==> src/rtl/e1fa_pkg.sv <==
package e1fa_pkg;

    // Acquisition and tracking phases of the aligner.
    typedef enum logic [1:0] {
        ST_HUNT = 2'd0,   // sliding the 7-bit window
        ST_NFAS = 2'd1,   // waiting for bit 1 of the next timeslot 0
        ST_CONF = 2'd2,   // waiting for the confirming alignment word
        ST_LOCK = 2'd3    // aligned, monitoring every alignment word
    } fa_state_e;

    // Position of the most recently received bit inside the double frame.
    localparam int unsigned FAS_W      = 7;
    localparam logic [FAS_W-1:0] FAS_WORD = 7'b0011011;
    localparam int unsigned FAS_LAST   = 7;  // bit index of the last FAS bit
    localparam int unsigned NFAS_CHECK = 1;  // bit index that must read 1

endpackage

==> src/rtl/e1fa_window.sv <==
module e1fa_window
    import e1fa_pkg::*;
(
    input  logic clk,
    input  logic rst_n,
    input  logic bit_en_i,
    input  logic rx_bit_i,
    output logic match_o
);

    typedef struct packed {
        logic [FAS_W-1:0] win;
    } win_regs_t;

    win_regs_t        r_q, r_d;
    logic [FAS_W-1:0] next_win;

    // The match is evaluated on the window that includes the bit
    // arriving this cycle, so the caller can act on the same strobe.
    always_comb begin
        r_d      = r_q;
        next_win = {r_q.win[FAS_W-2:0], rx_bit_i};
        if (bit_en_i) begin
            r_d.win = next_win;
        end
        match_o = (next_win == FAS_WORD);
    end

    // Reset to all ones: the word begins with two zeros, so no false
    // match can be assembled from reset contents.
    always_ff @(posedge clk) begin
        if (!rst_n) begin
            r_q.win <= '1;
        end else begin
            r_q <= r_d;
        end
    end

    assert_window_hold_R6: assert property (@(posedge clk) disable iff (!rst_n)
        !bit_en_i |=> $stable(r_q.win));

endmodule

==> src/rtl/e1fa_position.sv <==
module e1fa_position #(
    parameter int unsigned TS_COUNT = 32
) (
    input  logic                               clk,
    input  logic                               rst_n,
    input  logic                               bit_en_i,
    input  logic                               load_i,
    input  logic [$clog2(TS_COUNT*8)-1:0]      load_pos_i,
    output logic [$clog2(TS_COUNT*8)-1:0]      cur_pos_o,
    output logic                               cur_par_o,
    output logic [$clog2(TS_COUNT*8)-1:0]      pos_o,
    output logic                               par_o
);

    localparam int unsigned FRAME_BITS = TS_COUNT * 8;
    localparam int unsigned POS_W      = $clog2(FRAME_BITS);
    localparam logic [POS_W-1:0] POS_LAST = POS_W'(FRAME_BITS - 1);

    typedef struct packed {
        logic [POS_W-1:0] pos;
        logic             par;
    } pos_regs_t;

    pos_regs_t r_q, r_d;
    logic      at_wrap;

    // cur_* is the position the bit arriving this cycle will occupy.
    always_comb begin
        r_d       = r_q;
        at_wrap   = (r_q.pos == POS_LAST);
        cur_pos_o = at_wrap ? '0 : r_q.pos + 1'b1;
        cur_par_o = at_wrap ? ~r_q.par : r_q.par;
        if (load_i) begin
            r_d.pos = load_pos_i;
            r_d.par = 1'b0;
        end else if (bit_en_i) begin
            r_d.pos = cur_pos_o;
            r_d.par = cur_par_o;
        end
    end

    always_ff @(posedge clk) begin
        if (!rst_n) begin
            r_q <= '0;
        end else begin
            r_q <= r_d;
        end
    end

    assign pos_o = r_q.pos;
    assign par_o = r_q.par;

    assert_pos_step_R5: assert property (@(posedge clk) disable iff (!rst_n)
        (bit_en_i && !load_i && r_q.pos != POS_LAST)
            |=> (r_q.pos == POS_W'($past(r_q.pos) + 1'b1)) && $stable(r_q.par));

    assert_pos_wrap_R5: assert property (@(posedge clk) disable iff (!rst_n)
        (bit_en_i && !load_i && r_q.pos == POS_LAST)
            |=> (r_q.pos == '0) && (r_q.par != $past(r_q.par)));

endmodule

==> src/rtl/e1fa_err_tally.sv <==
module e1fa_err_tally #(
    parameter int unsigned ERR_GROUP = 16
) (
    input  logic clk,
    input  logic rst_n,
    input  logic err_i,
    output logic toggle_o
);

    localparam int unsigned CNT_W = (ERR_GROUP > 1) ? $clog2(ERR_GROUP) : 1;
    localparam logic [CNT_W-1:0] CNT_LAST = CNT_W'(ERR_GROUP - 1);

    typedef struct packed {
        logic [CNT_W-1:0] cnt;
        logic             tog;
    } tally_regs_t;

    tally_regs_t r_q, r_d;

    always_comb begin
        r_d = r_q;
        if (err_i) begin
            if (r_q.cnt == CNT_LAST) begin
                r_d.cnt = '0;
                r_d.tog = ~r_q.tog;
            end else begin
                r_d.cnt = r_q.cnt + 1'b1;
            end
        end
    end

    always_ff @(posedge clk) begin
        if (!rst_n) begin
            r_q <= '0;
        end else begin
            r_q <= r_d;
        end
    end

    assign toggle_o = r_q.tog;

    assert_toggle_needs_error_R8: assert property (@(posedge clk) disable iff (!rst_n)
        !err_i |=> $stable(r_q.tog));

endmodule

==> src/rtl/e1_frame_aligner.sv <==
module e1_frame_aligner
    import e1fa_pkg::*;
#(
    parameter int unsigned TS_COUNT   = 32,
    parameter int unsigned ERR_GROUP  = 16,
    parameter int unsigned LOSS_COUNT = 3
) (
    input  logic                              clk,
    input  logic                              rst_n,
    input  logic                              bit_en_i,
    input  logic                              rx_bit_i,
    output logic                              sync_o,
    output logic [$clog2(TS_COUNT)-1:0]       ts_o,
    output logic [2:0]                        bit_o,
    output logic                              frame_par_o,
    output logic                              err_toggle_o
);

    localparam int unsigned POS_W  = $clog2(TS_COUNT * 8);
    localparam int unsigned MISS_W = $clog2(LOSS_COUNT + 1);
    localparam logic [MISS_W-1:0] MISS_LAST = MISS_W'(LOSS_COUNT - 1);
    localparam logic [POS_W-1:0]  POS_FAS   = POS_W'(FAS_LAST);
    localparam logic [POS_W-1:0]  POS_NFAS  = POS_W'(NFAS_CHECK);

    typedef struct packed {
        fa_state_e         state;
        logic [MISS_W-1:0] miss;
    } fsm_regs_t;

    fsm_regs_t        r_q, r_d;
    logic             win_match;
    logic             load;
    logic             err_strobe;
    logic             fas_slot;
    logic             nfas_slot;
    logic [POS_W-1:0] cur_pos;
    logic             cur_par;
    logic [POS_W-1:0] pos_q;
    logic             par_q;

    e1fa_window u_window (
        .clk      (clk),
        .rst_n    (rst_n),
        .bit_en_i (bit_en_i),
        .rx_bit_i (rx_bit_i),
        .match_o  (win_match)
    );

    e1fa_position #(
        .TS_COUNT (TS_COUNT)
    ) u_position (
        .clk        (clk),
        .rst_n      (rst_n),
        .bit_en_i   (bit_en_i),
        .load_i     (load),
        .load_pos_i (POS_FAS),
        .cur_pos_o  (cur_pos),
        .cur_par_o  (cur_par),
        .pos_o      (pos_q),
        .par_o      (par_q)
    );

    e1fa_err_tally #(
        .ERR_GROUP (ERR_GROUP)
    ) u_tally (
        .clk      (clk),
        .rst_n    (rst_n),
        .err_i    (err_strobe),
        .toggle_o (err_toggle_o)
    );

    always_comb begin
        r_d        = r_q;
        load       = 1'b0;
        err_strobe = 1'b0;
        fas_slot   = bit_en_i && !cur_par && (cur_pos == POS_FAS);
        nfas_slot  = bit_en_i &&  cur_par && (cur_pos == POS_NFAS);
        unique case (r_q.state)
            ST_HUNT: begin
                if (bit_en_i && win_match) begin
                    r_d.state = ST_NFAS;
                    load      = 1'b1;
                end
            end
            ST_NFAS: begin
                if (nfas_slot) begin
                    r_d.state = rx_bit_i ? ST_CONF : ST_HUNT;
                end
            end
            ST_CONF: begin
                if (fas_slot) begin
                    r_d.state = win_match ? ST_LOCK : ST_HUNT;
                    r_d.miss  = '0;
                end
            end
            ST_LOCK: begin
                if (fas_slot) begin
                    if (win_match) begin
                        r_d.miss = '0;
                    end else begin
                        err_strobe = 1'b1;
                        if (r_q.miss == MISS_LAST) begin
                            r_d.state = ST_HUNT;
                            r_d.miss  = '0;
                        end else begin
                            r_d.miss = r_q.miss + 1'b1;
                        end
                    end
                end
            end
            default: r_d.state = ST_HUNT;
        endcase
    end

    always_ff @(posedge clk) begin
        if (!rst_n) begin
            r_q.state <= ST_HUNT;
            r_q.miss  <= '0;
        end else begin
            r_q <= r_d;
        end
    end

    assign sync_o      = (r_q.state == ST_LOCK);
    assign ts_o        = sync_o ? pos_q[POS_W-1:3] : '0;
    assign bit_o       = sync_o ? pos_q[2:0] : '0;
    assign frame_par_o = sync_o ? par_q : 1'b0;

    assert_lock_entry_aligned_R4: assert property (@(posedge clk) disable iff (!rst_n)
        $rose(sync_o) |-> (pos_q == POS_FAS) && !par_q);

    assert_nfas_zero_restarts_R3: assert property (@(posedge clk) disable iff (!rst_n)
        (r_q.state == ST_NFAS && nfas_slot && !rx_bit_i) |=> (r_q.state == ST_HUNT));

    assert_idle_hold_R6: assert property (@(posedge clk) disable iff (!rst_n)
        !bit_en_i |=> $stable(pos_q) && $stable(par_q) && $stable(r_q.state)
                      && $stable(err_toggle_o));

    assert_loss_on_bad_word_R7: assert property (@(posedge clk) disable iff (!rst_n)
        $fell(sync_o) |-> $past(fas_slot && !win_match));

    assert_count_only_in_lock_R8: assert property (@(posedge clk) disable iff (!rst_n)
        !$stable(err_toggle_o) |-> $past(r_q.state == ST_LOCK));

endmodule

==> config.mk <==
export PLATFORM = sky130hd
export DESIGN_NAME = e1_frame_aligner
export DESIGN_NICKNAME = d
export VERILOG_FILES = /design/src/rtl/e1fa_pkg.sv /design/src/rtl/e1fa_window.sv /design/src/rtl/e1fa_position.sv /design/src/rtl/e1fa_err_tally.sv /design/src/rtl/e1_frame_aligner.sv
export SDC_FILE = /design/constraint.sdc
export NUM_CORES = 1
export LEC_CHECK = 0
export ABC_AREA = 0
export CORE_MARGIN = 4
export CORE_UTILIZATION = 50
export CTS_CLUSTER_SIZE = 8
export DETAILED_ROUTE_END_ITERATION = 8
export DONT_BUFFER_PORTS = 1
export SYNTH_ARGS = -nofsm -noshare
export SYNTH_HDL_FRONTEND = slang
export SYNTH_HIERARCHICAL = 1
export SYNTH_SLANG_ARGS = --single-unit
==> constraint.sdc <==
create_clock -name clk -period 3.4 [get_ports clk]
set_input_delay 0.17 -clock clk [delete_from_list [all_inputs] [get_ports clk]]
set_output_delay 0.17 -clock clk [all_outputs]
set_load 0.05 [all_outputs]
# After elaboration in Yosys (flattened, before gate mapping)
# Cells that the tools add are included.
op_classes:
  add_sub_neg: 3
  eq_ne: 15
  n_mux: 25
  bitwise_logic: 3
  n_reduce_logical: 13
op_table:
  columns: ["operator", "n"]
  rows:
  - ["two-way mux 4 bit", 5]
  - ["two-way mux 2 bit", 8]
  - ["adder 8 x 1 -> 8 bit, second input constant", 1]
  - ["equality test 8 x 1 -> 1 bit, second input constant", 1]
  - ["equality test 8 x 3 -> 1 bit, second input constant", 1]
  - ["equality test 8 bit, second input constant", 1]
  - ["two-way mux 8 bit", 1]
  - ["!= test 2 bit, second input constant", 4]
  - ["one-hot mux 2 bit (4 select lines)", 1]
  - ["equality test 7 x 5 -> 1 bit, second input constant", 1]
  - ["two-way mux 1 bit", 7]
  - ["equality test 2 bit, second input constant", 3]
  - ["AND reduction 6 bit", 1]
  - ["logical AND 1 bit", 5]
  - ["two-way mux 5 bit", 1]
  - ["adder 4 x 1 -> 4 bit, second input constant", 1]
  - ["equality test 4 bit, second input constant", 1]
  - ["!= test 2 x 1 -> 1 bit, second input constant", 2]
  - ["one-hot mux 2 bit (2 select lines)", 1]
  - ["nonzero test 2 bit", 2]
  - ["two-way mux 3 bit", 1]
  - ["NOT 1 bit", 3]
  - ["AND reduction 3 bit", 1]
  - ["adder 2 x 1 -> 2 bit, second input constant", 1]
  - ["other kinds (5)", 5]
totals:
  register_bits: 24
  in_bits: 4
  out_inout_bits: 11
  word_cells: 67

# Logic depth before layout (Yosys ltp)
depth:
  depth_word: 8
  depth_mapped: 11
  mapped_depth_nobuf: 10

# Hierarchy
# Netlist, hierarchy kept.
by_module_without_submodules:
  columns: ["module", "n_inst", "cells_each", "area_per_inst_um2", "seq_area_each_um2"]
  rows:
  - ["e1fa_position", 1, 81, 634.4, 180.2]
  - ["e1_frame_aligner", 1, 55, 405.4, 80.1]
  - ["e1fa_window", 1, 21, 231.5, 120.1]
  - ["e1fa_err_tally", 1, 23, 225.2, 100.1]

# Least setup slack after synthesis
# No wires, ideal clock.
synth_path:
  path_kind: "reg2reg"
  startpoint: "register u_position.r_q (netlist bit u_position/pos_o[0])"
  endpoint: "register u_tally.r_q (netlist bit u_tally/toggle_o)"
  setup_ps: 115
  t_arrival_ps: 2693
  required_time_ps: 3285
  path_slack_ps: 592
  path_stages_with_launch: 12
  synth_period_minus_slack_ps: 2808
  cell_sequence: "dfxtp_1 ha_1 buf_2 and3_1 nand3_1 xnor2_1 nor4_1 nand2_1 nor4_1 nand4_1 xnor2_1 and2_1"
synth_between:
  word_cells_on_any_way: 11
  classes_between: "add/sub (1); eq/ne (2); mux (4); reduce/logical (4)"
synth_lines:
  columns: ["item", "line", "rtl"]
  rows:
  - ["start, declared", "e1fa_position.sv:24", "pos_regs_t r_q, r_d;"]
  - ["start signal, assigned", "e1fa_position.sv:46", "r_q <= r_d;"]
  - ["adder 8 x 1 -> 8 bit / equality test 8 bit (equally long branches)", "e1fa_position.sv:31, e1fa_position.sv:30", null]
  - ["two-way mux 8 bit *", "e1fa_position.sv:31", "cur_pos_o = at_wrap ? '0 : r_q.pos + 1'b1;"]
  - ["named net cur_pos[6]", "e1_frame_aligner.sv:36", "logic [POS_W-1:0] cur_pos;"]
  - ["equality test 8 x 3 -> 1 bit *", "e1_frame_aligner.sv:76", "fas_slot = bit_en_i && !cur_par && (cur_pos == POS_FAS);"]
  - ["logical AND 1 bit *", "e1_frame_aligner.sv:76", null]
  - ["two-way mux 1 bit *", "e1_frame_aligner.sv:97", "if (fas_slot) begin"]
  - ["two-way mux 1 bit *", "e1_frame_aligner.sv:78", "unique case (r_q.state)"]
  - ["named net err_strobe", "e1_frame_aligner.sv:33", "logic err_strobe;"]
  - ["AND reduction 2 bit (no line) *", null, null]
  - ["end signal, assigned", "e1fa_err_tally.sv:36", "r_q <= r_d;"]
  - ["end, declared", "e1fa_err_tally.sv:18", "tally_regs_t r_q, r_d;"]
# Mark *: on every way through the listed nets, which the timed path passes. The rest lies on a longest branch.
# A chain may end at the register's enable or synchronous reset.

# Worst setup path after layout
layout_path:
  startpoint: "register u_position.r_q (netlist bit u_position/pos_o[0])"
  endpoint: "register u_tally/r_q[4] (netlist name)"
layout_between:
  word_cells_on_any_way: 10
  classes_between: "add/sub (1); eq/ne (2); mux (4); reduce/logical (3)"
layout_lines:
  columns: ["item", "line"]
  rows:
  - ["adder 8 x 1 -> 8 bit / equality test 8 bit (equally long branches)", "e1fa_position.sv:31, e1fa_position.sv:30"]
  - ["two-way mux 8 bit *", "e1fa_position.sv:31"]
  - ["named net cur_pos[7]", "e1_frame_aligner.sv:36"]
  - ["equality test 8 x 3 -> 1 bit *", "e1_frame_aligner.sv:76"]
  - ["logical AND 1 bit *", "e1_frame_aligner.sv:76"]
  - ["two-way mux 1 bit *", "e1_frame_aligner.sv:97"]
  - ["two-way mux 1 bit *", "e1_frame_aligner.sv:78"]
  - ["named net err_strobe", "e1_frame_aligner.sv:33"]
# Marks and branches as above.

==> out/metrics.cfg <==
[outcome]
status=finished clean

[die]
rows=19
start_util_pct=53.3
core_um2=2810
die_w_um=62.7
pin_count=15
die_h_um=62.7
die_area_um2=3930

[placement]
dpl_cell_area_um2=1530
portBuffers=0
place_ws_ps=649
dp_hpwl_um=2400
gp_congestion=0.803
dp_cells=210

[pwr]
clock_power_share_pct=28.2
power.density_nw_per_um2=280
netSwitchingFraction_pct=24.3
intPower_uw=342
p_leak_nw=0.668
seqPwrFrac_pct=64.0
p_comb_share_pct=7.8
p_total_uw=452
switching_power_uw=110
vdd_drop_max_uv=184

[global_route]
grt_max_degree=23
grt_overflow_total=0
grt_pass1_wl_um=6030
grt_use_total_pct=18.7
grt_antenna_before_repair=0
grt_pass1_vias=1310

[final_layout]
drive_above_1_share_pct=5.32
nNetsFinal=196
final_area_um2=1610
antennaDiodeCount=0
final_cells=219
synthToLayoutAreaGrowth_pct=7.86
fin_util_pct=57.5

[timing]
max_freq_mhz=352
hold_slack_ps=14.2
max_slew_margin_pct=49.4
maxSlewViolCount=0
finalWorstSetupSlack_ps=561
min_period_ps=2840
setup_violations=0
tightest_slew_ps=757
hold_viol=0
setup_tns_ps=0
finClkSkew_ps=3.82
rsz0062_at_grt=no
fin_crit_sh_pct=83.5

[logic_synthesis]
synth-edff-count=0
ys_seq_area_share_pct=32.1
avgSynthCellArea_um2=8.31
yosys_warnings=6
synth-seq-cells=24
synthCells=180
synthFlopType=dfxtp_1
async_flop_share_pct=0
synth.distinct_cells=49
syn-cell-area_um2=1500

[critical_path]
cp_cell_sequence=ha_1 -> a21oi_1 -> o31ai_1 -> o21ai_0 -> nor4_1 -> nand2_1 -> nor4_1 -> buf_4 -> nand2_2 -> or3_1 -> a21boi_1
cp-start-kind=register
cp-startpoint=u_position/pos_o[0]$_SDFFE_PN0P_
cp_max_fo=8
cpPeakStageDelay_ps=480
critPathSlowestCell=dfxtp_1
required_ps=3650
cp-end-kind=register
crit_arrival_ps=3090
crit_top_cell=nor4_1
reg2reg_from=u_position/pos_o[0]$_SDFFE_PN0P_
crit_type=reg2reg

[route]
firstDrtPassIters=4
vias_per_cell=6.09
drc=0
wirelength_um=3570
ant_nets=0
drt_iter0_drc=77
vias=1333
post_drt_wl_per_cell_um=16.3

[cts]
htreeDepth=1
cts_buffers=3
cts_buffer_depth=2
root_buffer=clkbuf_4
cts_tree=built
clkTransAtPathRegs_ps=130
cts_sinks=24
worstSkewPairLatency_ps=310

[worst_hold_path]
min_from=rst_n
hold_class=in2reg

[flow_run]
maxCapViolations=0

## power groups by stage
| stage | logic (mW) | clock network (mW) | registers, mW |
|---|---|---|---|
| detailed placement | 0.0245 | 0 | 0.295 |
| floorplan | 0.0257 | 0 | 0.294 |
| finish | 0.0353 | 0.128 | 0.289 |
| global placement | 0.0237 | 0 | 0.295 |
| CTS | 0.0337 | 0.134 | 0.289 |
| global route | 0.0393 | 0.149 | 0.290 |
## flip-flops by register name, indices dropped and copies added, names as in the netlist
name / cells
u_tally/r_q: 4
u_position/par_o: 1
r_q: 4
u_window/r_q: 6
u_position/pos_o: 8
u_tally/toggle_o: 1
## critical path: cells and delay by family (launching register included)
| family | cells | cell delay, ps |
|---|---|---|
| buffers and inverters | 1 | 200 |
| AND/OR/NAND/NOR | 5 | 1140 |
| AO/OA/AOI/OAI | 4 | 600 |
| adder cells (fa/ha/maj) | 1 | 350 |
| flip-flops | 1 | 480 |
## routing by layer
metal / part of all wire [%] / vias to the layer above / global-route usage (%) / routed length, um
li1: - / 675 / - / -
met1: 49 / 633 / 23.8 / 1740
met2: 48 / 21 / 32.2 / 1710
met3: 2.3 / 4 / 2.52 / 82
met4: 1.0 / 0 / 6.61 / 36
met5: 0 / - / 0 / 0
## cells by family (layout without fill, tap and decap cells)
kind of cell	count (synthesis)	after routing	share of synthesized area [%]
simple gates	82	82	32.5
compound gates	36	36	17.0
flops	24	24	32.1
buf+inv	15	17	4.26
mux	10	10	6.69
xor+xnor	9	9	5.27
fa+ha+maj	2	2	1.67
other cells	2	8	0.502
## layout by cell type (no fill, tap or decap), types with 4 or more instances in the layout
cell type,n
xnor2_1,4
nand3_1,5
inv_1,5
conb_1,8
nor2_1,4
dfxtp_1,24
nor2b_1,5
nand2b_1,4
xor2_1,5
nand4_1,6
nor4_1,6
dlygate4sd3_1,6
nand2_1,18
and3_1,11
o21ai_0,8
a21oi_1,6
mux2i_1,10
## Yosys cell counts, types with 2 or more instances
cell type	instances	area share [%]
inv_1	5	1.3
o211a_1	3	2.0
nor2b_1	5	2.1
or4bb_1	2	1.5
o211ai_1	2	1.0
nand2_1	18	4.5
xnor2_1	4	2.3
and3b_1	2	1.2
nor2_1	4	1.0
a211oi_1	2	1.0
xor2_1	5	2.9
o31ai_1	2	1.0
clkbuf_1	2	0.50
nand3b_1	3	1.5
nand4_1	6	2.5
nor4_1	6	2.5
or3_1	3	1.3
buf_2	5	1.7
o21ai_0	8	2.7
dfxtp_1	24	32
a21oi_1	6	2.0
a31oi_1	3	1.3
nand3_1	5	1.7
nor3_1	3	1.0
ha_1	2	1.7
mux2i_1	10	6.7
nand2b_1	4	1.7
a311oi_1	2	1.2
and2_1	3	1.3
conb_1	2	0.50
and3_1	11	4.6
## repair_timing
item | CTS | global route
setup buffers | 0 | 0
hold buffers | 5 | 1
gates resized for setup | 0 | 0
hold endpoints to repair | 23 | 1
## final timing paths
kind,slack (ps),depth (start not counted),endpoint
worst min-delay path,10,1,r_q[0]$_SDFFE_PN0P_
worst max-delay path,560,11,u_tally/r_q[4]$_SDFFE_PN0P_
worst min register to register,510,2,r_q[1]$_SDFFE_PN0P_
worst max register to register,560,11,u_tally/r_q[4]$_SDFFE_PN0P_
## cell type report
cell class              count  area [um2]
fillers                   292        1190
multi-input cells         147         975
flip-flops and latches     24         480
repair buffers              8        75.1
well taps                  31        38.8
clock buffers               3        22.5
inverters                   6        22.5
(Power assumes the default switching activity.)
